File: src/rtl/ccu_pkg.sv
package ccu_pkg;

  typedef enum logic [2:0] {
    COND_ALWAYS = 3'd0,
    COND_NEG    = 3'd1,
    COND_ZERO   = 3'd2,
    COND_POS    = 3'd3,
    COND_OVF    = 3'd4,
    COND_NNEG   = 3'd5,
    COND_NZERO  = 3'd6,
    COND_NPOS   = 3'd7
  } cond_sel_e;

  typedef struct packed {
    logic neg;
    logic ovf;
    logic pos;
    logic zero;
  } ccu_flags_t;

endpackage

File: src/rtl/ccu_rst_sync.sv
module ccu_rst_sync #(
  parameter int STAGES = 2
) (
  input  logic clk,
  input  logic rst_n,
  output logic rst_sync_n
);
  logic [STAGES-1:0] chain_q;
  logic [STAGES-1:0] chain_d;

  always_comb begin
    chain_d = {chain_q[STAGES-2:0], 1'b1};
  end

  always_ff @(posedge clk or negedge rst_n) begin
    if (!rst_n) chain_q <= '0;
    else        chain_q <= chain_d;
  end

  assign rst_sync_n = chain_q[STAGES-1];
endmodule

File: src/rtl/ccu_flag_gen.sv
module ccu_flag_gen
  import ccu_pkg::*;
#(
  parameter int DATA_W = 32
) (
  input  logic [DATA_W-1:0] result,
  input  logic              ovf_in,
  output ccu_flags_t        flags_nxt
);
  localparam int SIGN_BIT = DATA_W - 1;

  logic is_zero;

  always_comb begin
    is_zero         = (result == '0);
    flags_nxt.neg   = result[SIGN_BIT];
    flags_nxt.zero  = is_zero;
    flags_nxt.pos   = ~result[SIGN_BIT] & ~is_zero;
    flags_nxt.ovf   = ovf_in;
  end
endmodule

File: src/rtl/ccu_flag_reg.sv
module ccu_flag_reg
  import ccu_pkg::*;
(
  input  logic       clk,
  input  logic       rst_n,
  input  logic       load,
  input  ccu_flags_t d,
  output ccu_flags_t q
);
  ccu_flags_t q_nxt;

  always_comb begin
    q_nxt = q;
    if (load) q_nxt = d;
  end

  always_ff @(posedge clk or negedge rst_n) begin
    if (!rst_n) q <= '0;
    else        q <= q_nxt;
  end
endmodule

File: src/rtl/ccu_branch_eval.sv
module ccu_branch_eval
  import ccu_pkg::*;
(
  input  ccu_flags_t flags,
  input  cond_sel_e  cond,
  output logic       take
);
  always_comb begin
    unique case (cond)
      COND_ALWAYS: take = 1'b1;
      COND_NEG:    take = flags.neg;
      COND_ZERO:   take = flags.zero;
      COND_POS:    take = flags.pos;
      COND_OVF:    take = flags.ovf;
      COND_NNEG:   take = ~flags.neg;
      COND_NZERO:  take = ~flags.zero;
      COND_NPOS:   take = ~flags.pos;
      default:     take = 1'b0;
    endcase
  end
endmodule

File: src/rtl/ccu_top.sv
module ccu_top
  import ccu_pkg::*;
#(
  parameter int DATA_W      = 32,
  parameter int SYNC_STAGES = 2
) (
  input  logic              clk,
  input  logic              rst_n,
  input  logic [DATA_W-1:0] alu_result,
  input  logic              alu_ovf,
  input  logic              set_flags,
  input  logic [2:0]        cond_sel,
  output logic              flag_n,
  output logic              flag_v,
  output logic              flag_p,
  output logic              flag_z,
  output logic              take_branch
);
  logic       rst_int_n;
  ccu_flags_t flags_nxt;
  ccu_flags_t flags_q;

  ccu_rst_sync #(.STAGES(SYNC_STAGES)) u_rst (
    .clk        (clk),
    .rst_n      (rst_n),
    .rst_sync_n (rst_int_n)
  );

  ccu_flag_gen #(.DATA_W(DATA_W)) u_gen (
    .result    (alu_result),
    .ovf_in    (alu_ovf),
    .flags_nxt (flags_nxt)
  );

  ccu_flag_reg u_reg (
    .clk   (clk),
    .rst_n (rst_int_n),
    .load  (set_flags),
    .d     (flags_nxt),
    .q     (flags_q)
  );

  ccu_branch_eval u_br (
    .flags (flags_q),
    .cond  (cond_sel_e'(cond_sel)),
    .take  (take_branch)
  );

  assign flag_n = flags_q.neg;
  assign flag_v = flags_q.ovf;
  assign flag_p = flags_q.pos;
  assign flag_z = flags_q.zero;
endmodule

File: config.mk
export PLATFORM = sky130hd
export DESIGN_NAME = ccu_top
export DESIGN_NICKNAME = d
export VERILOG_FILES = /design/src/rtl/ccu_pkg.sv /design/src/rtl/ccu_rst_sync.sv /design/src/rtl/ccu_flag_gen.sv /design/src/rtl/ccu_flag_reg.sv /design/src/rtl/ccu_branch_eval.sv /design/src/rtl/ccu_top.sv
export SDC_FILE = /design/constraint.sdc
export NUM_CORES = 1
export LEC_CHECK = 0
export BUFFER_PORTS_ARGS = -buffer_cell sky130_fd_sc_hd__buf_4
export CAP_MARGIN = 20
export CORE_AREA = 8 8 45 47
export DETAILED_ROUTE_END_ITERATION = 16
export DIE_AREA = 0 0 53 55
export GPL_ROUTABILITY_DRIVEN = 0
export PLACE_DENSITY = 0.75
export SYNTH_ARGS = -nofsm -noshare
export SYNTH_HDL_FRONTEND = slang
export SYNTH_SLANG_ARGS = --single-unit
File: constraint.sdc
create_clock -name clk -period 1.25 [get_ports clk]
set_input_delay 0.25 -clock clk [delete_from_list [all_inputs] [get_ports clk]]
set_output_delay 0.25 -clock clk [all_outputs]
set_load 0.02 [all_outputs]
==> impl_metrics.tcl, run 1 <==
set metrics [dict create \
    syn_area_sq_um 333 \
    drtAntennaViolNets 0 \
    synth-simple-area-share 0.316 \
    cap_violations 0 \
    synth.mux.area_fraction 0.0639 \
    synth_cells 35 \
    timing.fmax_ghz 0.684 \
    setup_ws_ns -0.212 \
    dp.cells 95 \
    cp_max_fo 2 \
    antenna_found_initial 0 \
    hold_class "flip-flop to async pin" \
    drtIter0Drc 2 \
    cts.sinks 6 \
    dieArea_sq_um 2920 \
    drv_slew 0 \
    antenna_cells 0 \
    drive_above_1_share 0.640 \
    worstPathArrival_ns 1.21 \
    cts_max_level 1 \
    status "complete, but fails checks" \
    start_kind "flip-flop" \
    core_sq_um 1380 \
    route.final.wire_length_um 1320 \
    synth-compound-area-share 0.0827 \
    rows 14 \
    fin_cells 102 \
    rsz0062_at_grt "yes" \
    dr.pass1.iters 2 \
    required_ns 1.00 \
    worstSetupPathType "flip-flop to output pin" \
    overflow 0 \
    grt_use_total 0.0966 \
    whs_ns 0.0455 \
    synthDistinctLibCells 19 \
    synthAdderAreaFrac 0 \
    fin_area_sq_um 744 \
    grt_max_degree 7 \
    ys_ff_latch 6 \
    dp_hpwl_um 1180 \
    synth_top_family_by_area "simple AND/OR/NAND/NOR gates" \
    setup_viol 1 \
    r2r_slack_ns 0.41 \
    period_share 1.17 \
    clock_path_buffers 2 \
    ir_drop_mv 0.498 \
    hold_violations 0 \
    synth_nets 74 \
    clockRootBuffer "clkbuf_4" \
    cts_made_buffers 3 \
    synth_xor_area_frac 0.0526 \
    place_area_sq_um 688 \
    cts_tree "done" \
    grt_pass1_vias 503 \
    endpoint_kind "output pin" \
    nets 126 \
    min_period_ns 1.46 \
    p_leak_nw 0.375 \
    layout_common_cells "buf_4 (46), nor4_1 (6), dfrtp_1 (5)" \
    clk-insertion-delay-late_ns 0.25 \
    final_common_cell "buf_4" \
    fin_skew_ns 0.00995 \
    area_growth_pct 124 \
    final.setup.tns_ns -0.212 \
    drc 0 \
    die_h_um 55 \
    vias 453 \
    violations "setup timing" \
    grt_pass1_wl_um 2010 \
    synth_warnings 0 \
    powerDensity_nw_per_um2 805 \
    place.port_buffers 43 \
    avgRoutedWirePerCell_um 13.0 \
    avgSynthCellArea_sq_um 9.51 \
    io_pins 44 \
    initial_utilization 0.241 \
    ys_seq_area_frac 0.451 \
    viasPerCell 4.44 \
    clk_pin_slew_worst_paths_ns 0.05 \
    fill_cells 142 \
    die_width_um 53 \
]
-- logic make-up (layout without fill, tap and decap cells) --
logic type | after synthesis | count (layout)
compound gates | 5 | 5
simple gates | 17 | 17
xor+xnor | 2 | 2
flops | 6 | 6
other cells | 1 | 1
buf+inv | 2 | 53
mux | 2 | 2
-- synthesized netlist by cell type (all sizes together) --
master / count / area share
a21oi: 2 / 0.030
nor4: 6 / 0.11
nor2: 3 / 0.034
nand4: 1 / 0.019
conb: 1 / 0.011
o21ai: 2 / 0.030
nand2: 2 / 0.023
mux2i: 1 / 0.030
nor3: 2 / 0.045
dfrtp: 6 / 0.45
xnor2: 1 / 0.026
a21o: 1 / 0.023
nand3: 1 / 0.015
nor3b: 1 / 0.023
nor4b: 1 / 0.045
inv: 2 / 0.023
mux2: 1 / 0.034
xor2: 1 / 0.026
-- layer usage --
layer	vias up	GRT usage	routed length, um
li1	230	-	-
met1	207	0.0646	351
met2	14	0.199	850
met3	2	0.0535	105
met4	0	0.0517	14
met5	-	0	0
-- sequential cells by signal, summed over array words and instances (netlist names) --
name	flops
u_reg.q	4
u_rst.chain_q	2
-- worst max-delay path: stages (launching register included) --
cell and delay, ns:
dfrtp_2 0.40, xnor2_1 0.12, a21oi_1 0.14, nor2_1 0.06
a21oi_2 0.10, buf_4 0.15
-- report_power, final --
group	internal, mW	leakage [nW]	switching [mW]
Clock	0.121	0.0150	0.0770
Combinational	0.121	0.289	0.0638
Sequential	0.208	0.0711	0.00868
-- area by class of cell --
cell class,count,area [sq um],area share
Multi-Input combinational cell,27,184,0.247
Sequential cell,6,151,0.203
Tap cell,16,20.0,0.0269
Clock buffer,4,26.3,0.0353
Inverter,2,7.51,0.0101
Timing Repair Buffer,47,355,0.477
-- stage by stage --
step	util	total power [mW]	worst slack [ns]
after floorplan	-	0.270	0.0200
after global placement	0.497	0.394	0.0274
after detailed placement	0.497	0.398	0.00280
after CTS	0.534	0.609	-0.230
after global routing	0.538	0.646	-0.313
final	0.538	0.599	-0.212
-- repair_timing --
action                                  in CTS  in global routing
endpoints found under the setup margin       1                  1
pin swaps                                    2                  0
resized for setup                            0                  1
hold buffers                                 1                  0
setup buffers                                2                  0
hold endpoints to repair                     2                  0
-- worst paths after layout --
kind / from / endpoint / cells past startpoint
hold reg to reg: u_rst.chain_q[1]$_DFF_PN0_ / u_reg.q[0]$_DFFE_PN0P_ / 0
min in group clk: set_flags / u_reg.q[3]$_DFFE_PN0P_ / 2
setup reg to reg: u_reg.q[1]$_DFFE_PN0P_ / u_reg.q[1]$_DFFE_PN0P_ / 3
setup / recovery: u_reg.q[3]$_DFFE_PN0P_ / take_branch / 5
max in group asynchronous: rst_n / u_rst.chain_q[1]$_DFF_PN0_ / 2
hold / removal: u_rst.chain_q[1]$_DFF_PN0_ / u_reg.q[0]$_DFFE_PN0P_ / 0
Note: power is estimated with default switching activity, not from simulation.
==> run 2: changes to the inputs <==
--- a/config.mk
+++ b/config.mk
@@ -5,13 +5,13 @@
 export SDC_FILE = /design/constraint.sdc
 export NUM_CORES = 1
 export LEC_CHECK = 0
-export BUFFER_PORTS_ARGS = -buffer_cell sky130_fd_sc_hd__buf_4
 export CAP_MARGIN = 20
 export CORE_AREA = 8 8 45 47
 export DETAILED_ROUTE_END_ITERATION = 16
 export DIE_AREA = 0 0 53 55
+export DONT_BUFFER_PORTS = 1
 export GPL_ROUTABILITY_DRIVEN = 0
-export PLACE_DENSITY = 0.75
+export PLACE_DENSITY = 0.46
 export SYNTH_ARGS = -nofsm -noshare
 export SYNTH_HDL_FRONTEND = slang
 export SYNTH_SLANG_ARGS = --single-unit
==> run 2 against run 1 <==
The flow still finishes with violations (setup timing). Cell area down 43%. Clock skew down 0.0053 ns. Die area is the same. Flip-flop and latch count did not move. Hold slack gained 0.0029 ns. Combinational power down 60%. Global-route usage is 2.9 points lower. Sequential power about the same. Clock-buffer cell count is the same. Highest routed layer is now met3.
==> impl_metrics.tcl, run 2 (synthesized netlist as in run 1, its figures left out) <==
set metrics [dict create \
    cts_tree "done" \
    antenna_found_initial 0 \
    r2r_start "u_reg.q[2]$_DFFE_PN0P_" \
    cts_made_buffers 3 \
    start_kind "flip-flop" \
    r2r_slack_ns 0.34 \
    cts.sinks 6 \
    ir_drop_mv 0.495 \
    p_leak_nw 0.172 \
    io_pins 44 \
    grt_pass1_wl_um 1420 \
    clock_path_buffers 2 \
    min_period_ns 1.44 \
    antenna_cells 0 \
    endpoint_kind "output pin" \
    required_ns 1.00 \
    initial_utilization 0.241 \
    core_sq_um 1380 \
    cts_max_level 1 \
    setup_ws_ns -0.187 \
    drtAntennaViolNets 0 \
    drive_above_1_share 0.273 \
    cp_top_family "flip-flops" \
    rows 14 \
    rsz0062_at_grt "yes" \
    reg2reg_to "u_reg.q[2]$_DFFE_PN0P_" \
    die_h_um 55 \
    path_cells "xnor2_1 > a21oi_1 > nor2_1 > a21oi_2" \
    worstSetupPathType "flip-flop to output pin" \
    dr.pass1.iters 4 \
    clockRootBuffer "clkbuf_4" \
    avgRoutedWirePerCell_um 17.5 \
    area_growth_pct 27.4 \
    largest_register_ffs 4 \
    powerDensity_nw_per_um2 1140 \
    dp_hpwl_um 990 \
    vias 291 \
    worstPathArrival_ns 1.19 \
    crit_buf_inv 0 \
    nets 84 \
    violations "setup timing" \
    grt_pass1_vias 347 \
    grt_max_degree 7 \
    post_cts_resized 0 \
    period_share 1.15 \
    largest-register "u_reg.q" \
    cap_violations 0 \
    drc 0 \
    die_width_um 53 \
    final_common_cell "nor4_1" \
    place.port_buffers 0 \
    top_regs "u_reg.q x4, u_rst.chain_q x2" \
    viasPerCell 4.85 \
    total_power_mw 0.482 \
    clk_pin_slew_worst_paths_ns 0.05 \
    grt_use_total 0.0676 \
    drtIter0Drc 1 \
    dieArea_sq_um 2920 \
    worst_path_largest_cell_delay_ns 0.40 \
    postCtsSetupBuffers 0 \
    dp_slack_ns 0.0397 \
    timing.fmax_ghz 0.696 \
    clk-insertion-delay-late_ns 0.24 \
    drv_slew 0 \
    hold_violations 0 \
    overflow 0 \
    layout_common_cells "nor4_1 (6), dfrtp_1 (5), buf_4 (4)" \
    hold_class "flip-flop to async pin" \
    r2r_cells 2 \
    status "complete, but fails checks" \
    cp_slowest_cell "dfrtp_2" \
    route.final.wire_length_um 1050 \
    setup_viol 1 \
    fin_skew_ns 0.00466 \
    cp_max_fo 2 \
]
[run 2: power breakdown]
| group | leakage, nW | total [mW] | internal (mW) | switching (mW) |
|---|---|---|---|---|
| combinational | 0.0855 | 0.0746 | 0.0350 | 0.0396 |
| clock | 0.0150 | 0.192 | 0.121 | 0.0711 |
| sequential | 0.0711 | 0.215 | 0.208 | 0.00761 |
| total | 0.172 | 0.482 | 0.364 | 0.118 |
[run 2: what timing repair did]
item,4_1_cts,5_1_grt
endpoints found under the setup margin,1,1
pin swaps,1,1
hold buffers,1,0
hold endpoints to repair,2,0
[run 2: worst max path at each step]
stage                                start          end  slack [ns]  cells past startpoint
floorplan           u_reg.q[3]$_DFFE_PN0P_  take_branch        0.02                      4
detailed placement  u_reg.q[3]$_DFFE_PN0P_  take_branch        0.04                      4
global placement    u_reg.q[3]$_DFFE_PN0P_  take_branch        0.07                      4
CTS                 u_reg.q[3]$_DFFE_PN0P_  take_branch       -0.21                      4
global route        u_reg.q[3]$_DFFE_PN0P_  take_branch       -0.26                      4
finish              u_reg.q[3]$_DFFE_PN0P_  take_branch       -0.19                      4
[run 2: layout make-up]
class                   instances  area [sq um]
well taps                      16          20.0
flip-flops and latches          6           151
clock buffers                   4          26.3
multi-input cells              27           179
fillers                       149           960
inverters                       2          7.51
repair buffers                  5          40.0
[run 2: metrics by stage]
| stage | std cells | hold WS [ns] | TNS [ns] | util | area [sq um] |
|---|---|---|---|---|---|
| after detailed placement | 55 | -0.0455 | 0 | 0.280 | 388 |
| after global placement | 55 | -0.0455 | 0 | 0.280 | 388 |
| after global routing | 60 | 0.0605 | -0.263 | 0.307 | 424 |
| after floorplan | 35 | -0.0456 | 0 | - | 338 |
| after CTS | 60 | 0.0568 | -0.214 | 0.307 | 424 |
| final | 60 | 0.0484 | -0.187 | 0.307 | 424 |
[run 2: routing by layer]
metal | track usage | share of wire | routed length [um]
met1 | 0.0355 | 0.23 | 237
met2 | 0.156 | 0.64 | 665
met3 | 0.0455 | 0.14 | 144
met4 | 0.0129 | 0 | 0
met5 | 0 | 0 | 0
==> run 3: changes to the inputs <==
--- a/config.mk
+++ b/config.mk
@@ -6,12 +6,14 @@
 export NUM_CORES = 1
 export LEC_CHECK = 0
 export CAP_MARGIN = 20
+export CELL_PAD_IN_SITES_DETAIL_PLACEMENT = 1
+export CELL_PAD_IN_SITES_GLOBAL_PLACEMENT = 1
 export CORE_AREA = 8 8 45 47
 export DETAILED_ROUTE_END_ITERATION = 16
 export DIE_AREA = 0 0 53 55
 export DONT_BUFFER_PORTS = 1
 export GPL_ROUTABILITY_DRIVEN = 0
-export PLACE_DENSITY = 0.46
+export PLACE_DENSITY = 0.62
 export SYNTH_ARGS = -nofsm -noshare
 export SYNTH_HDL_FRONTEND = slang
 export SYNTH_SLANG_ARGS = --single-unit
==> run 3 against run 2 <==
The flow still finishes with violations (setup timing). Clock power about the same. Die area stayed put. Combinational power grew 1%. Non-clock buffer count is the same. Global-route usage rose by 1.1 points. First-iteration DRC count fell by 100%. Sequential share of layout area stayed put. Via count is 10% higher. Fmax rose by 0.60%. Flip-flop and latch count unchanged. Core utilization is the same. Critical path type unchanged. Critical endpoint unchanged. Largest power group unchanged.
==> impl_metrics.tcl, run 3 (synthesized netlist as in run 1, its figures left out) <==
set metrics [dict create \
    cp_slowest_cell "dfrtp_2" \
    nets 84 \
    rows 14 \
    area_growth_pct 27.4 \
    dr.pass1.iters 1 \
    r2r_cells 2 \
    overflow 0 \
    final_common_cell "nor4_1" \
    gr-usage-met3 0.0481 \
    timing.fmax_ghz 0.700 \
    cap_violations 0 \
    endpoint_kind "output pin" \
    clk_pin_slew_worst_paths_ns 0.05 \
    crit_start "u_reg.q[3]$_DFFE_PN0P_" \
    clockRootBuffer "clkbuf_4" \
    worstSetupPathType "flip-flop to output pin" \
    reg2reg_to "u_reg.q[2]$_DFFE_PN0P_" \
    r2r_slack_ns 0.34 \
    drtAntennaViolNets 0 \
    drc 0 \
    cts_tree "done" \
    grt_pass1_vias 391 \
    worst_path_largest_cell_delay_ns 0.40 \
    start_kind "flip-flop" \
    comb_power_share 0.157 \
    cts_max_level 1 \
    clockPowerShare 0.396 \
    die_width_um 53 \
    place.port_buffers 0 \
    drv_slew 0 \
    cp_max_fo 2 \
    initial_utilization 0.241 \
    r2r_start "u_reg.q[2]$_DFFE_PN0P_" \
    fin_skew_ns 0.00338 \
    top_regs "u_reg.q x4, u_rst.chain_q x2" \
    viasPerCell 5.33 \
    powerDensity_nw_per_um2 1130 \
    total_power_mw 0.481 \
    crit_buf_inv 0 \
    cts_made_buffers 3 \
    rsz0062_at_grt "yes" \
    fin_util 0.307 \
    largest-register "u_reg.q" \
    dieArea_sq_um 2920 \
    p_leak_nw 0.172 \
    clk-insertion-delay-late_ns 0.24 \
    drive_above_1_share 0.273 \
    grt_pass1_wl_um 1720 \
    grt_max_degree 7 \
    setup_viol 1 \
    hold_violations 0 \
    postCtsSetupBuffers 0 \
    seqPwrFrac 0.448 \
    clock_path_buffers 2 \
    grt_use_total 0.0791 \
    setup_ws_ns -0.178 \
    path_cells "xnor2_1 > a21oi_1 > nor2_1 > a21oi_2" \
    hold_class "flip-flop to async pin" \
    p_sw_mw 0.117 \
    p_int_mw 0.364 \
    min_period_ns 1.43 \
    avgRoutedWirePerCell_um 17.5 \
    vias 320 \
    required_ns 1.00 \
    violations "setup timing" \
    ir_drop_mv 0.406 \
    swShare 0.244 \
    drtIter0Drc 0 \
    groute.layer.met1.usage 0.0909 \
    dp_hpwl_um 967 \
    die_h_um 55 \
    worstPathArrival_ns 1.18 \
    use_met2 0.119 \
    cp_top_family "flip-flops" \
    period_share 1.14 \
    busiest_layer "met2" \
    antenna_cells 0 \
    status "complete, but fails checks" \
    post_cts_resized 0 \
    largest_register_ffs 4 \
    antenna_found_initial 0 \
    cts.sinks 6 \
    layout_common_cells "nor4_1 (6), dfrtp_1 (5), buf_4 (4)" \
    route.final.wire_length_um 1050 \
    core_sq_um 1380 \
    io_pins 44 \
]
## run 3: cell counts in the layout (fill, tap and decap cells not counted)
Identical to the previous run, type by type.
## run 3: how the worst max path moves through the flow
stage | end | slack (ns) | cells after the start
after floorplan | take_branch | 0.02 | 4
after global placement | take_branch | 0.07 | 4
after detailed placement | take_branch | 0.05 | 4
after CTS | take_branch | -0.20 | 4
after global routing | take_branch | -0.28 | 4
final | take_branch | -0.18 | 4
## run 3: timing repair
item,4_1_cts,5_1_grt
pin swaps,1,0
endpoints found under the setup margin,1,1
hold buffers,1,0
endpoints found under the hold margin,2,0
## run 3: metal layers
layer	routed length (um)	part of all wire
met1	443	0.42
met2	454	0.43
met3	152	0.14
met4	0	0
met5	0	0
## run 3: final cells by class
cell class / count / area, sq um
fillers: 173 / 960
multi-input cells: 27 / 179
flip-flops and latches: 6 / 151
repair buffers: 5 / 40.0
clock buffers: 4 / 26.3
well taps: 16 / 20.0
inverters: 2 / 7.51
## run 3: through the flow
| step | setup TNS, ns | setup WS (ns) | std cells | hold WS, ns | cell area, sq um |
|---|---|---|---|---|---|
| 3_5_place_dp | 0 | 0.0502 | 55 | -0.0455 | 388 |
| 5_1_grt | -0.281 | -0.281 | 60 | 0.0644 | 424 |
| 2_1_floorplan | 0 | 0.0200 | 35 | -0.0456 | 338 |
| 6_report | -0.178 | -0.178 | 60 | 0.0519 | 424 |
| 3_3_place_gp | 0 | 0.0705 | 55 | -0.0455 | 388 |
| 4_1_cts | -0.202 | -0.202 | 60 | 0.0603 | 424 |
## run 3: power groups by stage
stage / registers, mW / clock network [mW] / logic (mW)
after floorplan: 0.231 / 0 / 0.0389
final: 0.215 / 0.190 / 0.0754
after CTS: 0.215 / 0.203 / 0.0767
after global routing: 0.216 / 0.217 / 0.0842
after global placement: 0.218 / 0 / 0.0720
after detailed placement: 0.219 / 0 / 0.0732
